File: src/rtl/stk_pkg.sv
package stk_pkg;

    typedef enum logic [1:0] {
        REQ_PUSH = 2'b00,
        REQ_POP  = 2'b01,
        REQ_CALC = 2'b10,
        REQ_RSVD = 2'b11
    } req_kind_e;

    typedef enum logic [1:0] {
        CALC_ADD = 2'b00,
        CALC_SUB = 2'b01,
        CALC_MUL = 2'b10,
        CALC_AND = 2'b11
    } calc_op_e;

    // Decision for the current cycle: exactly one field is set when a request is present
    typedef struct packed {
        logic push;
        logic pop;
        logic calc;
        logic refuse;
    } dispatch_t;

    // Register count for a given pointer width
    function automatic int unsigned slot_count(input int unsigned ptr_w);
        return 32'd1 << ptr_w;
    endfunction

endpackage

File: src/rtl/stk_ctrl.sv
module stk_ctrl
    import stk_pkg::*;
#(
    parameter int PTR_W = 6
) (
    input  logic             clk,
    input  logic             rst,
    input  logic             req_valid,
    input  logic [1:0]       req_kind,
    output dispatch_t        act,
    output logic [PTR_W-1:0] ptr,
    output logic [PTR_W-1:0] ptr_up,
    output logic [PTR_W-1:0] ptr_dn,
    output logic             full,
    output logic             empty,
    output logic             refuse_pulse
);

    localparam logic [PTR_W-1:0] PTR_ZERO = '0;
    localparam logic [PTR_W-1:0] PTR_ONE  = PTR_W'(1);

    logic [PTR_W-1:0] ptr_q;
    logic             full_q;
    logic             empty_q;
    logic             refuse_q;
    logic             two_plus;
    req_kind_e        kind;

    assign kind   = req_kind_e'(req_kind);
    assign ptr_up = ptr_q + PTR_ONE;
    assign ptr_dn = ptr_q - PTR_ONE;

    // Between the flag states the pointer equals the word count
    assign two_plus = full_q | (!empty_q && (ptr_q != PTR_ONE));

    always_comb begin
        act = '0;
        if (req_valid) begin
            unique case (kind)
                REQ_PUSH: if (!full_q)  act.push = 1'b1; else act.refuse = 1'b1;
                REQ_POP:  if (!empty_q) act.pop  = 1'b1; else act.refuse = 1'b1;
                REQ_CALC: if (two_plus) act.calc = 1'b1; else act.refuse = 1'b1;
                default:  act.refuse = 1'b1;
            endcase
        end
    end

    always_ff @(posedge clk) begin
        if (rst) begin
            ptr_q    <= PTR_ZERO;
            full_q   <= 1'b0;
            empty_q  <= 1'b1;
            refuse_q <= 1'b0;
        end else begin
            refuse_q <= act.refuse;
            if (act.push) begin
                ptr_q   <= ptr_up;
                full_q  <= (ptr_up == PTR_ZERO);
                empty_q <= 1'b0;
            end else if (act.pop) begin
                ptr_q   <= ptr_dn;
                empty_q <= (ptr_dn == PTR_ZERO);
                full_q  <= 1'b0;
            end else if (act.calc) begin
                ptr_q   <= ptr_dn;
                full_q  <= 1'b0;
            end
        end
    end

    assign ptr          = ptr_q;
    assign full         = full_q;
    assign empty        = empty_q;
    assign refuse_pulse = refuse_q;

endmodule

File: src/rtl/stk_regs.sv
module stk_regs #(
    parameter int DATA_W = 16,
    parameter int PTR_W  = 6
) (
    input  logic              clk,
    input  logic              we,
    input  logic [PTR_W-1:0]  waddr,
    input  logic [DATA_W-1:0] wdata,
    input  logic [PTR_W-1:0]  raddr_top,
    input  logic [PTR_W-1:0]  raddr_next,
    output logic [DATA_W-1:0] rdata_top,
    output logic [DATA_W-1:0] rdata_next
);

    localparam int SLOTS = stk_pkg::slot_count(PTR_W);

    logic [DATA_W-1:0] bank [SLOTS];

    always_ff @(posedge clk) begin
        if (we) bank[waddr] <= wdata;
    end

    assign rdata_top  = bank[raddr_top];
    assign rdata_next = bank[raddr_next];

endmodule

File: src/rtl/stk_calc.sv
module stk_calc
    import stk_pkg::*;
#(
    parameter int DATA_W = 16
) (
    input  logic [1:0]        op,
    input  logic [DATA_W-1:0] deeper,
    input  logic [DATA_W-1:0] top,
    output logic [DATA_W-1:0] result
);

    localparam int PROD_W = 2 * DATA_W;

    logic [PROD_W-1:0] product;

    assign product = PROD_W'(deeper) * PROD_W'(top);

    always_comb begin
        unique case (calc_op_e'(op))
            CALC_ADD: result = deeper + top;
            CALC_SUB: result = deeper - top;
            CALC_MUL: result = product[DATA_W-1:0];
            default:  result = deeper & top;
        endcase
    end

endmodule

File: src/rtl/reg_stack_alu.sv
module reg_stack_alu
    import stk_pkg::*;
#(
    parameter int DATA_W = 16,
    parameter int PTR_W  = 6
) (
    input  logic              clk,
    input  logic              rst,
    input  logic              op_valid,
    input  logic [1:0]        op_kind,
    input  logic [1:0]        calc_op,
    input  logic [DATA_W-1:0] push_data,
    output logic [DATA_W-1:0] pop_data,
    output logic              pop_valid,
    output logic [PTR_W-1:0]  top_ptr,
    output logic              is_full,
    output logic              is_empty,
    output logic              refused
);

    dispatch_t         act;
    logic [PTR_W-1:0]  ptr, ptr_up, ptr_dn;
    logic [DATA_W-1:0] word_top, word_next, calc_res;
    logic              wr_en;
    logic [PTR_W-1:0]  wr_addr;
    logic [DATA_W-1:0] wr_data;
    logic [DATA_W-1:0] pop_data_q;
    logic              pop_valid_q;

    stk_ctrl #(.PTR_W(PTR_W)) u_ctrl (
        .clk          (clk),
        .rst          (rst),
        .req_valid    (op_valid),
        .req_kind     (op_kind),
        .act          (act),
        .ptr          (ptr),
        .ptr_up       (ptr_up),
        .ptr_dn       (ptr_dn),
        .full         (is_full),
        .empty        (is_empty),
        .refuse_pulse (refused)
    );

    stk_regs #(.DATA_W(DATA_W), .PTR_W(PTR_W)) u_regs (
        .clk        (clk),
        .we         (wr_en),
        .waddr      (wr_addr),
        .wdata      (wr_data),
        .raddr_top  (ptr),
        .raddr_next (ptr_dn),
        .rdata_top  (word_top),
        .rdata_next (word_next)
    );

    stk_calc #(.DATA_W(DATA_W)) u_calc (
        .op     (calc_op),
        .deeper (word_next),
        .top    (word_top),
        .result (calc_res)
    );

    // Push writes above the top; calculate overwrites the deeper operand
    assign wr_en   = act.push | act.calc;
    assign wr_addr = act.push ? ptr_up : ptr_dn;
    assign wr_data = act.push ? push_data : calc_res;

    always_ff @(posedge clk) begin
        if (rst) begin
            pop_data_q  <= '0;
            pop_valid_q <= 1'b0;
        end else begin
            pop_valid_q <= act.pop;
            if (act.pop) pop_data_q <= word_top;
        end
    end

    assign pop_data  = pop_data_q;
    assign pop_valid = pop_valid_q;
    assign top_ptr   = ptr;

endmodule

File: config.mk
export PLATFORM = sky130hd
export DESIGN_NAME = reg_stack_alu
export DESIGN_NICKNAME = d
export VERILOG_FILES = /design/src/rtl/stk_pkg.sv /design/src/rtl/stk_ctrl.sv /design/src/rtl/stk_regs.sv /design/src/rtl/stk_calc.sv /design/src/rtl/reg_stack_alu.sv
export SDC_FILE = /design/constraint.sdc
export NUM_CORES = 2
export LEC_CHECK = 0
export BUFFER_PORTS_ARGS = -buffer_cell sky130_fd_sc_hd__buf_2
export CAP_MARGIN = 30
export CORE_MARGIN = 1
export CORE_UTILIZATION = 45
export CTS_CLUSTER_DIAMETER = 40
export DETAILED_ROUTE_END_ITERATION = 8
export PLACE_DENSITY = 0.63
export REMOVE_ABC_BUFFERS = 1
export SLEW_MARGIN = 10
export SYNTH_ARGS = -nofsm -noshare
export SYNTH_HDL_FRONTEND = slang
export SYNTH_SLANG_ARGS = --single-unit
export TNS_END_PERCENT = 20
File: constraint.sdc
create_clock -name clk -period 24.3 [get_ports clk]
set_clock_uncertainty 0.2 [all_clocks]
set_input_delay 4.86 -clock clk [delete_from_list [all_inputs] [get_ports clk]]
set_output_delay 4.86 -clock clk [all_outputs]
set_load 0.005 [all_outputs]
# Word level (Yosys, flattened, before mapping)
# Memory sizes are Yosys's and may differ from the RTL's. A register that Yosys moved wholly into a read port is not among the register bits.
# Index checks and enable logic that the tools add are counted.
totals:
  register_bits: 26
  ram_bits: 1024
  in_bits: 23
  memories: 1
memory_table:
  columns: ["memory", "words", "width", "rd", "rd_ports_with_merged_regs", "wr", "line", "source"]
  rows:
  - ["u_regs.bank", 64, 16, 2, 1, 1, "stk_regs.sv:17", "logic [DATA_W-1:0] bank [SLOTS];"]
classes:
  n_addsub: 4
  mul: 1
  n_eq_ne: 5
  n_mux: 26
  n_bitwise: 4
  reduce_logical: 9
op_table:
  columns: ["op", "count"]
  rows:
  - ["one-hot mux 16 bit (3 select lines)", 1]
  - ["2-to-1 mux 6 bit", 6]
  - ["adder 16 bit", 1]
  - ["bitwise AND 16 bit", 1]
  - ["multiplier 16 x 16 -> 16 bit", 1]
  - ["2-to-1 mux 1 bit", 16]
  - ["2-to-1 mux 16 bit", 1]
  - ["subtractor 16 bit", 1]
  - ["logical NOT 6 bit", 2]
  - ["adder 6 x 1 -> 6 bit, second input constant", 1]
  - ["!= test 6 x 1 -> 1 bit, second input constant", 1]
  - ["subtractor 6 x 1 -> 6 bit, second input constant", 1]
  - ["equality test 2 x 1 -> 1 bit, second input constant", 2]
  - ["equality test 2 bit, second input constant", 2]
  - ["logical NOT 2 bit", 2]
  - ["2-to-1 mux 4 bit", 1]
  - ["one-hot mux 1 bit (3 select lines)", 1]
  - ["nonzero test 3 bit", 1]
  - ["OR 1 bit", 2]
  - ["nonzero test 2 bit", 1]
  - ["OR reduction 2 bit", 1]
  - ["logical AND 1 bit", 1]
  - ["logical NOT 1 bit", 1]
  - ["inverter 1 bit", 1]

# Depth between registers and ports, before layout
logic_depth:
  depth_word: 11
  depth_mapped: 41

# Hierarchy
# From an unflattened synthesis, not the netlist that was laid out.
unflattened:
  cells_unflattened: 3398
  hier_area_um2: 55172.9
by_module_without_submodules:
  columns: ["module", "instances", "cells_each", "area_per_inst_um2", "seq_area_each_um2"]
  rows:
  - ["stk_regs", 1, 2550, 48196.2, 30749.5]
  - ["stk_calc", 1, 674, 5305.1, 0.0]
  - ["reg_stack_alu", 1, 79, 879.6, 340.3]
  - ["stk_ctrl", 1, 95, 792.0, 180.2]

# Worst setup path after synthesis
# OpenSTA, ideal clock, no wires.
synth_timing:
  path_type: "register to register"
  startpoint: "register u_ctrl.ptr_q[0], in the netlist u_ctrl.ptr[0]"
  endpoint: "memory u_regs.bank[0][14], data pin"
  arrival_time_ns: 10.811
  required_time_ns: 23.378
  slack_ns: 12.568
  path_stages_with_launch: 36
  n_path_buf: 11
  period_less_slack_ns: 11.732
  path_cell_list: "dfxtp_1 buf_6 buf_12 buf_12 buf_6 buf_6 buf_2 inv_1 ha_1 buf_2 buf_2 buf_2 buf_2 buf_1 mux4_2 mux4_2 a22oi_1 nand2_1 inv_2 nor2_1 fa_1 inv_1 fa_1 fa_1 fa_1 inv_1 fa_1 inv_1 fa_1 inv_1 ha_1 a21oi_1 o21ai_0 xor2_1 a21oi_1 a211oi_1"
synth_between:
  elab_chain_len: 5
  word_cells_on_any_way: 8
  cone_classes: "add/sub: 3; mul: 1; mux: 2; bitwise: 1; memory: 1"
synth_rtl:
  columns: ["element", "line", "source"]
  rows:
  - ["start: declaration", "stk_ctrl.sv:22", "logic [PTR_W-1:0] ptr_q;"]
  - ["start signal: assignment", "stk_ctrl.sv:57", "ptr_q <= ptr_up;"]
  - ["start signal: assignment", "stk_ctrl.sv:61", "ptr_q <= ptr_dn;"]
  - ["start signal: assignment", "stk_ctrl.sv:65", "ptr_q <= ptr_dn;"]
  - ["subtractor 6 x 1 -> 6 bit (*)", "stk_ctrl.sv:31", "assign ptr_dn = ptr_q - PTR_ONE;"]
  - ["memory read (64 x 16 bit) (*)", null, null]
  - ["multiplier 16 x 16 -> 16 bit (tied with other cells)", "stk_calc.sv:16", "assign product = PROD_W'(deeper) * PROD_W'(top);"]
  - ["one-hot mux 16 bit (3 select lines) (*)", "stk_calc.sv:19", "unique case (calc_op_e'(op))"]
  - ["2-to-1 mux 16 bit (*)", "reg_stack_alu.sv:65", "assign wr_data = act.push ? push_data : calc_res;"]
  - ["net u_regs.wdata[14]", "stk_regs.sv:8", "input logic [DATA_W-1:0] wdata,"]
  - ["end: declaration", "stk_regs.sv:17", null]
# Mark *: on every way through the listed nets, which the timed path passes. The rest lies on a longest branch.

# Worst setup path after layout
layout_timing:
  startpoint: "register u_ctrl.ptr_q[0], in the netlist u_ctrl.ptr[0]"
  endpoint: "memory u_regs.bank[3][15], data pin"
# Same word-level chain as after synthesis.

==> metrics <==
status=finished, final reports clean; CP startpoint kind=flop; endpoints failing setup=0; Syn Area/Cell=18.8 sq um; detailed-route DRC error count=0; worst path bufs/invs=11; post-DR wirelength/cell=34.7 um; Synth warnings=0; final hold vios=0; Final min period=11.50 ns; Core Util, Final=51.6%; GRT Resource Usage Total=27.0%; Post-synth top cells=edfxtp_1, mux4_2, nor2_1, inv_1, nand2_1; routed wire length=162000 um; Num Clock Sinks=1056; simple-gate share of the synthesized area=3.21%; antenna-violating nets left=0; clock tree buffer depth=3; CTS resizes=0; Post-Syn Area=0.0541 sq mm; hold_buf cts=0; Synth area leader=edfxtp_1; Compound-Gate Fraction of Synth Area=2.29%; DIE HEIGHT=349 um; routed vias=31.1k; fin nets=3131; most frequent CP cell=inv_1; largest family of logic cells by synthesized area=multiplexers; critical path class=flop to flop; First-pass DRT Iterations=6; top cells by area, synth=edfxtp_1, mux4_2, fa_1, ha_1, nor2_1; endpoint type of the worst setup path=flop; clock slew at reported path FFs=0.06 ns; row cnt=126; Num CTS Buffers=139; Crit path arrival time=11.78 ns; crit-path max FO=101; initial antenna violation count=2; CORE AREA=0.119 sq mm; worst slew pin tran=1.06 ns; count leader, synth=edfxtp_1; Post-synth EDFFs=1024; Final period util=47.3%; Worst path top cell family by delay=buffers and inverters; Synth top area share=56.8%; Max Cap Viol=0; die area=0.122 sq mm; fmax=87.0 MHz; first-pass GRT wire length=232000 um; fraction of layout cells with a size suffix above 1=36.7%; Final Max Tran Viols=0; Die X-Extent=349 um; fraction of registers with async set/reset=0%; Vias/cell=6.67; post-synthesis cell count=2872; I/O Buffers=48; P&R area growth vs syn=13.0%; Adder-Cell Fraction of Synth Area=4.62%; RePlAce Congestion=0.925; sequential area share after synthesis=58.0%; hold path depth=2; depth of the most critical reg-to-reg path=32; Clock Tree Root=clkbuf_16; number of synthesized register bits=1056; top_reg_cell synth=edfxtp_1; number of stages on the worst setup path=32; Slowest-stage cell, CP=dfxtp_4; post-CTS setup buffers=0; DP HPWL=97700 um; total gr overflow=0; Ports=49; largest net degree at the start of global routing=129; mux cell area share after synthesis=27.4%; post-synthesis xor/xnor area fraction=1.25%; Detailed Route Iter0 Violations=4294; post-synth cell types=68; Initial Utilization=45.6%; worst min-delay path category=flop to flop; Worst-Skew Late Latency=0.79 ns; required time of the critical path=24.58 ns; RSZ-0062 raised after global routing=no; CTS tree=built; vias in the first global route=31.5k; # H-tree levels=4; Slew HR=29.2%; CP max stage delay=0.84 ns
[cells by family (layout without fill, tap and decap cells)]
group / Yosys count / count (layout)
buf+inv: 337 / 534
simple gates: 397 / 397
flops: 1056 / 1056
mux: 668 / 668
xor+xnor: 73 / 73
other cells: 0 / 2
compound gates: 190 / 190
fa+ha+maj: 151 / 151
[per-layer routing]
layer	GRT usage (%)	wire [um]	vias up
li1	-	-	12044
met1	36.6	62600	16835
met2	42.0	76500	1942
met3	6.65	16000	317
met4	11.4	6860	2
met5	0	20	-
[worst register-to-register path: cells and delay by family, from the launching register on]
| kind | cells | cell delay (ns) |
|---|---|---|
| buf+inv | 11 | 3.41 |
| simple gates | 3 | 0.69 |
| flops | 1 | 0.84 |
| mux | 1 | 0.48 |
| xor+xnor | 3 | 0.63 |
| fa+ha+maj | 7 | 2.84 |
| compound gates | 7 | 2.07 |
[cell type report]
class / count / area, sq um
Sequential cell: 1056 / 31400
Antenna cell: 2 / 5.00
Fill cell: 9345 / 57400
Tap cell: 1600 / 2000
Inverter: 145 / 544
Timing Repair Buffer: 136 / 986
Multi-Input combinational cell: 1479 / 21500
Clock inverter: 101 / 1070
Clock buffer: 152 / 3590
[flip-flops by register name (all words and copies together), names as in the netlist, named ones only]
signal               count
u_ctrl.refuse_pulse      1
pop_valid                1
u_ctrl.full              1
u_ctrl.ptr               6
u_regs.bank           1024
u_ctrl.empty             1
pop_data                16
[final timing paths]
kind	start	to	slack (ns)
setup / recovery	u_ctrl.ptr[0]	u_regs.bank[3][15]	12.80
hold / removal	pop_data[0]	pop_data[0]	0.25
setup reg to reg	u_ctrl.ptr[0]	u_regs.bank[3][15]	12.80
hold reg to reg	pop_data[0]	pop_data[0]	0.25
[stage by stage]
step	TNS [ns]	hold slack, ns	instances	instance area [sq um]	worst slack, ns
final	0	0.254	4671	61100	12.80
after global routing	0	0.293	4669	61100	12.23
after CTS	0	0.254	4669	61100	12.81
after detailed placement	0	0.247	4416	56500	12.87
after global placement	0	0.243	4413	56400	12.94
after floorplan	-436.36	0.247	2680	52900	-1.85
[cells in the final DEF, fill, tap and decap left out, types with 11 or more instances in the layout]
cell type | Yosys | routed
nor2b_1 | 12 | 12
clkinv_2 | 0 | 15
buf_2 | 51 | 48
xnor2_1 | 50 | 48
bufinv_16 | 0 | 12
a21oi_4 | 0 | 11
ha_1 | 70 | 69
nand3_1 | 19 | 19
nand2b_1 | 20 | 20
nor2_2 | 0 | 30
mux2i_1 | 16 | 16
buf_4 | 19 | 81
edfxtp_1 | 1024 | 1024
o211ai_1 | 11 | 11
clkinvlp_4 | 0 | 14
nor2_4 | 0 | 34
o21ai_0 | 38 | 35
xor2_1 | 20 | 20
nand2_1 | 113 | 113
nor2_1 | 185 | 121
clkinv_4 | 0 | 12
dfxtp_1 | 32 | 27
a21oi_1 | 73 | 61
clkinv_1 | 1 | 17
inv_6 | 0 | 21
inv_1 | 142 | 142
fa_1 | 81 | 81
a22oi_1 | 26 | 26
mux4_2 | 634 | 634
clkbuf_16 | 0 | 142
Power is not shown: default switching activity piles up to over one toggle a cycle in this logic, so the estimate is an artifact.
